===== src/rtl/icu_pkg.sv =====
package icu_pkg;

  typedef enum logic [3:0] {
    MODE_OFF    = 4'b0000,
    MODE_FALL   = 4'b0100,
    MODE_RISE   = 4'b0101,
    MODE_RISE_A = 4'b0110,
    MODE_RISE_B = 4'b0111
  } icu_mode_e;

  function automatic logic is_capture(input logic [3:0] m);
    return (m[3:2] == 2'b01);
  endfunction

endpackage


===== src/rtl/icu_edge_sync.sv =====
module icu_edge_sync #(
  parameter int STAGES = 2
) (
  input  logic clk,
  input  logic rst_n,
  input  logic pin_in,
  output logic rise_o,
  output logic fall_o
);
  localparam int LAST = STAGES;

  // stages 0..STAGES-1 synchronise, stage STAGES holds the previous sample
  logic [LAST:0] shreg;

  always_ff @(posedge clk or negedge rst_n) begin
    if (!rst_n) shreg <= '0;
    else        shreg <= {shreg[LAST-1:0], pin_in};
  end

  assign rise_o =  shreg[LAST-1] & ~shreg[LAST];
  assign fall_o = ~shreg[LAST-1] &  shreg[LAST];
endmodule


===== src/rtl/icu_prescaler.sv =====
module icu_prescaler
  import icu_pkg::*;
#(
  parameter int DIV_A = 4,
  parameter int DIV_B = 16,
  parameter int CNT_W = $clog2(DIV_B)
) (
  input  logic             clk,
  input  logic             rst_n,
  input  logic [3:0]       mode,
  input  logic             rise,
  input  logic             fall,
  output logic             event_o,
  output logic [CNT_W-1:0] cnt_o
);
  localparam logic [CNT_W-1:0] LAST_A = CNT_W'(DIV_A - 1);
  localparam logic [CNT_W-1:0] LAST_B = CNT_W'(DIV_B - 1);

  logic [CNT_W-1:0] cnt;
  logic             counts_rise;

  always_comb begin
    event_o     = 1'b0;
    counts_rise = 1'b1;
    case (mode)
      MODE_FALL:   begin event_o = fall; counts_rise = 1'b0; end
      MODE_RISE:   event_o = rise;
      MODE_RISE_A: event_o = rise && (cnt >= LAST_A);
      MODE_RISE_B: event_o = rise && (cnt >= LAST_B);
      default:     counts_rise = 1'b0;
    endcase
  end

  always_ff @(posedge clk or negedge rst_n) begin
    if (!rst_n)                  cnt <= '0;
    else if (!is_capture(mode))  cnt <= '0;
    else if (counts_rise && rise) begin
      if (event_o) cnt <= '0;
      else         cnt <= cnt + 1'b1;
    end
  end

  assign cnt_o = cnt;
endmodule


===== src/rtl/icu_hold.sv =====
module icu_hold #(
  parameter int TW = 16
) (
  input  logic          clk,
  input  logic          rst_n,
  input  logic          event_i,
  input  logic          sleep,
  input  logic          flag_clr,
  input  logic [TW-1:0] timer_val,
  output logic [TW-1:0] value_o,
  output logic          flag_o
);
  always_ff @(posedge clk or negedge rst_n) begin
    if (!rst_n)                 value_o <= '0;
    else if (event_i && !sleep) value_o <= timer_val;
  end

  // a capture in the same cycle as a clear keeps the flag set
  always_ff @(posedge clk or negedge rst_n) begin
    if (!rst_n)        flag_o <= 1'b0;
    else if (event_i)  flag_o <= 1'b1;
    else if (flag_clr) flag_o <= 1'b0;
  end
endmodule


===== src/rtl/icu_capture.sv =====
module icu_capture
  import icu_pkg::*;
#(
  parameter int TW          = 16,
  parameter int SYNC_STAGES = 2,
  parameter int DIV_A       = 4,
  parameter int DIV_B       = 16,
  parameter int CNT_W       = $clog2(DIV_B)
) (
  input  logic          clk,
  input  logic          rst_n,
  input  logic          mode_wr,
  input  logic [3:0]    mode_wdata,
  output logic [3:0]    mode_o,
  input  logic [TW-1:0] timer_val,
  input  logic          pin_in,
  input  logic          sleep,
  input  logic          flag_clr,
  output logic [TW-1:0] cap_value,
  output logic          cap_flag
);
  logic [3:0]       mode_q;
  logic             rise, fall, cap_event;
  logic [CNT_W-1:0] presc_cnt;

  always_ff @(posedge clk or negedge rst_n) begin
    if (!rst_n)       mode_q <= MODE_OFF;
    else if (mode_wr) mode_q <= mode_wdata;
  end
  assign mode_o = mode_q;

  icu_edge_sync #(.STAGES(SYNC_STAGES)) u_sync (
    .clk(clk), .rst_n(rst_n), .pin_in(pin_in),
    .rise_o(rise), .fall_o(fall)
  );

  icu_prescaler #(.DIV_A(DIV_A), .DIV_B(DIV_B), .CNT_W(CNT_W)) u_presc (
    .clk(clk), .rst_n(rst_n), .mode(mode_q), .rise(rise), .fall(fall),
    .event_o(cap_event), .cnt_o(presc_cnt)
  );

  icu_hold #(.TW(TW)) u_hold (
    .clk(clk), .rst_n(rst_n), .event_i(cap_event), .sleep(sleep),
    .flag_clr(flag_clr), .timer_val(timer_val),
    .value_o(cap_value), .flag_o(cap_flag)
  );
endmodule


===== config.mk =====
export PLATFORM = sky130hd
export DESIGN_NAME = icu_capture
export DESIGN_NICKNAME = d
export VERILOG_FILES = /design/src/rtl/icu_pkg.sv /design/src/rtl/icu_edge_sync.sv /design/src/rtl/icu_prescaler.sv /design/src/rtl/icu_hold.sv /design/src/rtl/icu_capture.sv
export SDC_FILE = /design/constraint.sdc
export NUM_CORES = 1
export LEC_CHECK = 0
export ABC_CLOCK_PERIOD_IN_PS = 2760
export BUFFER_PORTS_ARGS = -buffer_cell sky130_fd_sc_hd__buf_4
export CAP_MARGIN = 20
export CORE_ASPECT_RATIO = 1.25
export CORE_MARGIN = 2
export CORE_UTILIZATION = 50
export CTS_CLUSTER_DIAMETER = 30
export DETAILED_ROUTE_END_ITERATION = 6
export PLACE_DENSITY = 0.76
export SYNTH_ARGS = -nofsm -noshare
export SYNTH_HDL_FRONTEND = slang
export SYNTH_SLANG_ARGS = --single-unit

===== constraint.sdc =====
create_clock -name clk -period 2.76 [get_ports clk]
set_clock_uncertainty 0.15 [all_clocks]
set_input_delay 0.414 -clock clk [delete_from_list [all_inputs] [get_ports clk]]
set_output_delay 0.414 -clock clk [all_outputs]
set_load 0.05 [all_outputs]

Word level (Yosys, flattened, before mapping):

Index checks and enable logic that the tools add are counted.
Widths: inputs -> output; s select.

* register bits after elaboration: 28
* input port bits: 26
* output and inout port bits: 21
* logic and storage cells: 32

* add/subtract/negate cells: 1
* order comparisons: 2
* eq/ne operators: 6
* mux-type cells: 7
* bitwise gates (word level): 4
* reduce and logical (&&, ||, !) cells: 7

Operator list (count)
* $eq 4x3->1 const B: 4
* $mux 4: 3
* $add 4x1->4 const B: 1
* $ge 4x2->1 const B: 1
* $ge 4x4->1 const B: 1
* $logic_and 1x1->1: 4
* $pmux 1 s4: 1
* $mux 1: 3
* $reduce_or 3->1: 1
* $and 1x1->1: 2
* $eq 2x1->1 const B: 1
* $ne 2x2->1 const B: 1
* $not 1->1: 2
* $reduce_bool 2->1: 1
* $logic_not 1->1: 1

Longest topological paths before layout:

* depth after elaboration: 7
* gate-level depth with buffers: 7
* depth with buffers taken out: 5

Cells and area by module:

A second synthesis with hierarchy kept.

* cells, all modules: 83
* area total of the unflattened synthesis: 1204.9 sq um

By module, submodules not included
* icu_hold: times used 1, cells each 38, area an instance 700.7 sq um, seq. area each 425.4 sq um
* icu_prescaler: times used 1, cells each 32, area an instance 269.0 sq um, seq. area each 100.1 sq um
* icu_capture: times used 1, cells each 8, area an instance 145.1 sq um, seq. area each 100.1 sq um
* icu_edge_sync: times used 1, cells each 5, area an instance 90.1 sq um, seq. area each 75.1 sq um

Worst setup path after synthesis:

Ideal clock, no wire load.

* path kind: register -> register
* from: register mode_q[1], in the netlist mode_o[1]
* to: register u_hold.value_o[15]
* setup time: 146 ps
* arrival time: 1936 ps
* data required time: 2464 ps
* slack: 528 ps
* stages on the path, launching flop included: 7
* buffers on the path: 2
* period minus slack after synthesis: 2232 ps
* cell sequence: dfrtp_1 > buf_6 > or4b_4 > a211o_2 > buf_6 > o211ai_2 > o41ai_2

* longest elaborated chain between the ends: 3
* elaborated cells on any way between the ends: 6
* classes of those cells: 4 x eq/ne; 1 x mux; 1 x reduce/logical

RTL lines
* from (decl): RTL line icu_capture.sv:22 `logic [3:0] mode_q;`
* from (signal assigned): RTL line icu_capture.sv:28 `else if (mode_wr) mode_q <= mode_wdata;`
* $eq 4x3->1: RTL line icu_prescaler.sv:25 `case (mode)`
* $pmux 1 s4 (*): RTL line icu_prescaler.sv:25
* $logic_and 1x1->1 (*): RTL line icu_hold.sv:15 `else if (event_i && !sleep) value_o <= timer_val;`
* to (signal assigned): RTL line icu_hold.sv:15
* to (decl): RTL line icu_hold.sv:10 `output logic [TW-1:0] value_o,`

Every way passes the cells marked *; elsewhere a longest branch is shown, timed or not.
A chain may end at the register's enable or synchronous reset.

Final worst setup path:

* from: register mode_q[3], in the netlist mode_o[3]
* to: register u_hold.value_o[14]

The elaborated chain is that of the path after synthesis.

==> flow_summary.yaml <==
clock_network:
  cts-buffers-inserted: 3
  clk_pin_slew_worst_paths_ns: 0.16
  clk_path_buf_depth: 2
  ctsResizeCount: 0
  clock-sinks: 28
  postCtsSetupRepairBufs: 0
  clock-root-buffer: "clkbuf_4"
  cts_tree: "yes"
  cts_max_level: 1
  clock_latency_ns: 0.33
logic_synthesis:
  syn_inst: 124
  synth.distinct_cells: 33
  synth.cell_area_mm2: 0.001483
  synth_fp_nets: 151
  ys_seq_elements: 28
  ys_seq_area_frac: 0.4726
  synth_warnings: 0
  avgSynthCellArea_um2: 11.96
placement:
  gp_congestion: 0.7948
  dpl.hpwl_um: 2295
  post-place-ws_ns: 0.4641
  port-buffer-count: 46
drt:
  ant_nets: 0
  drt_first_pass_iters: 4
  via_count: 1155
  post_drt_wl_per_cell_um: 15.99
  vias_per_cell: 5.775
  drt_iter0_drc: 34
  drc: 0
  wirelength_um: 3197
die:
  die_x_um: 52.71
  coreArea_mm2: 0.002890
  die_h_um: 64.89
  start_util: 0.5130
  die-area_mm2: 0.003420
  ioPinCount: 47
  placementRows: 22
cells_and_area:
  drive_above_1_share: 0.4817
  final_common_cell: "buf_4"
  insertedDiodeCount: 0
  most-common-layout-cells: "buf_4 (47), dfrtp_1 (28), inv_1 (17)"
  fillerInstances: 239
  area.growth.synth_to_final_pct: 25.40
  nNetsFinal: 192
sta:
  worst_pin_slew_ns: 0.7471
  finalHoldViolCount: 0
  finalHoldWorstSlack_ns: 0.04155
  report.final.slew_viol_count: 0
  setup_viol: 0
  min_period_ns: 2.296
  slew-limit-headroom: 0.5020
  min_period_over_period: 0.8320
  rsz0062_at_grt: "false"
  setup_ws_ns: 0.4637
  max_freq_ghz: 0.4355
  tns_ns: 0
critical_path:
  required_ns: 2.82
  arrival_ns: 2.36
  worstSetupStartpointType: "flop"
  worstSetupEndpointType: "flop"
  critPathKind: "reg -> reg"
  crit_path_max_fanout: 23
power_and_ir_drop:
  power_density_mw_per_mm2: 795.4
  p_leak_nw: 0.8707
  ir_worst_vdd_mv: 0.4814
grt:
  grt_use_total: 0.2073
  grt_start_max_net_pins: 29
  antenna_found_initial: 0
  grt-ovfl-total: 0
  grt_pass1_wl_um: 5382
  grt_pass1_vias: 1155
worst_hold_path:
  min_path_type: "in -> reg"
flow_run:
  drv_cap: 0
run_status:
  status: "finished clean"
-- area by class of cell --
class | instances | area (um2) | share of cell area
Multi-Input combinational cell | 67 | 650.6 | 0.3499
Sequential cell | 28 | 700.7 | 0.3769
Inverter | 17 | 63.81 | 0.03432
Tap cell | 36 | 45.04 | 0.02423
Timing Repair Buffer | 48 | 362.8 | 0.1952
Clock buffer | 4 | 36.28 | 0.01952
-- cells by family (layout without fill, tap and decap cells) --
family,count (synthesis),in the layout,synth area share
simple gates,20,20,0.08692
fa+ha+maj,1,1,0.008437
compound gates,41,41,0.3021
mux,5,5,0.03713
buf+inv,29,69,0.09282
flops,28,28,0.4726
-- layer usage --
layer  GRT usage  part of all wire
met1      0.2736              0.43
met2      0.3563              0.53
met3     0.01382             0.034
met4     0.06731            0.0072
met5           0                 0
-- registers in the layout, summed over array words and instances, names as in the netlist --
register        flops
u_hold.flag_o       1
u_hold.value_o     16
u_sync.shreg        3
mode_o              4
u_presc.cnt_o       4
-- synth_stat cells --
library cell	count	area share
nand2_1	3	0.0076
o211a_1	1	0.0068
buf_6	3	0.023
or2_1	1	0.0042
nand2b_1	1	0.0042
a21bo_2	1	0.0068
a2bb2oi_1	1	0.0059
nand4_1	2	0.0084
ha_1	1	0.0084
nor2_1	4	0.010
a21oi_1	2	0.0068
o41ai_1	7	0.041
o211ai_1	6	0.030
o211ai_2	10	0.084
buf_2	5	0.017
dfrtp_1	28	0.47
nor3_1	1	0.0034
or4b_4	1	0.0093
a31oi_1	1	0.0042
nand4b_1	1	0.0059
nand2b_4	1	0.0093
o22ai_1	1	0.0042
mux2_2	4	0.030
clkbuf_1	4	0.010
a211o_2	1	0.0068
nand3_1	2	0.0068
o41ai_2	9	0.099
nand4bb_1	1	0.0076
or4_1	1	0.0051
a32oi_1	1	0.0059
mux2i_1	1	0.0068
nand3b_1	1	0.0051
inv_1	17	0.043
-- report_power, final --
part | leakage (nW) | switching, mW | internal, mW
Combinational | 0.497 | 0.457 | 0.247
Clock | 0.0210 | 0.120 | 0.0807
Sequential | 0.352 | 0.0732 | 0.501
-- worst max-delay path, stage by stage (launching register included) --
cell and delay (ns):
dfrtp_1 0.41, nand2b_4 0.29, or4_1 0.91, o211ai_1 0.31, o41ai_1 0.11
-- path summary, 6_finish.rpt --
kind | start | endpoint | slack [ns] | cells past startpoint
max in group asynchronous | rst_n | u_hold.value_o[4]$_DFFE_PN0P_ | 1.82 | 2
min in group asynchronous | rst_n | u_presc.cnt_o[1]$_DFFE_PN0P_ | 0.37 | 2
min | pin_in | u_sync.shreg[0]$_DFF_PN0_ | 0.04 | 1
min reg2reg | u_sync.shreg[0]$_DFF_PN0_ | u_sync.shreg[1]$_DFF_PN0_ | 0.23 | 0
max | mode_o[3]$_DFFE_PN0P_ | u_hold.value_o[14]$_DFFE_PN0P_ | 0.46 | 4
max reg2reg | mode_o[3]$_DFFE_PN0P_ | u_hold.value_o[14]$_DFFE_PN0P_ | 0.46 | 4
-- through the flow --
step                cell area [um2]    util  std cells  power [mW]
global route                   1859  0.6433        200       1.536
floorplan                      1483       -        124       1.067
CTS                            1859  0.6433        200       1.488
global placement               1813  0.6273        195       1.275
finish                         1859  0.6433        200       1.479
detailed placement             1813  0.6273        195       1.290
-- what timing repair did --
action	CTS	global route
hold endpoints to repair	28	0
setup endpoints to repair	0	0
hold buffers	1	0
Power figures use the tool's default switching activity.
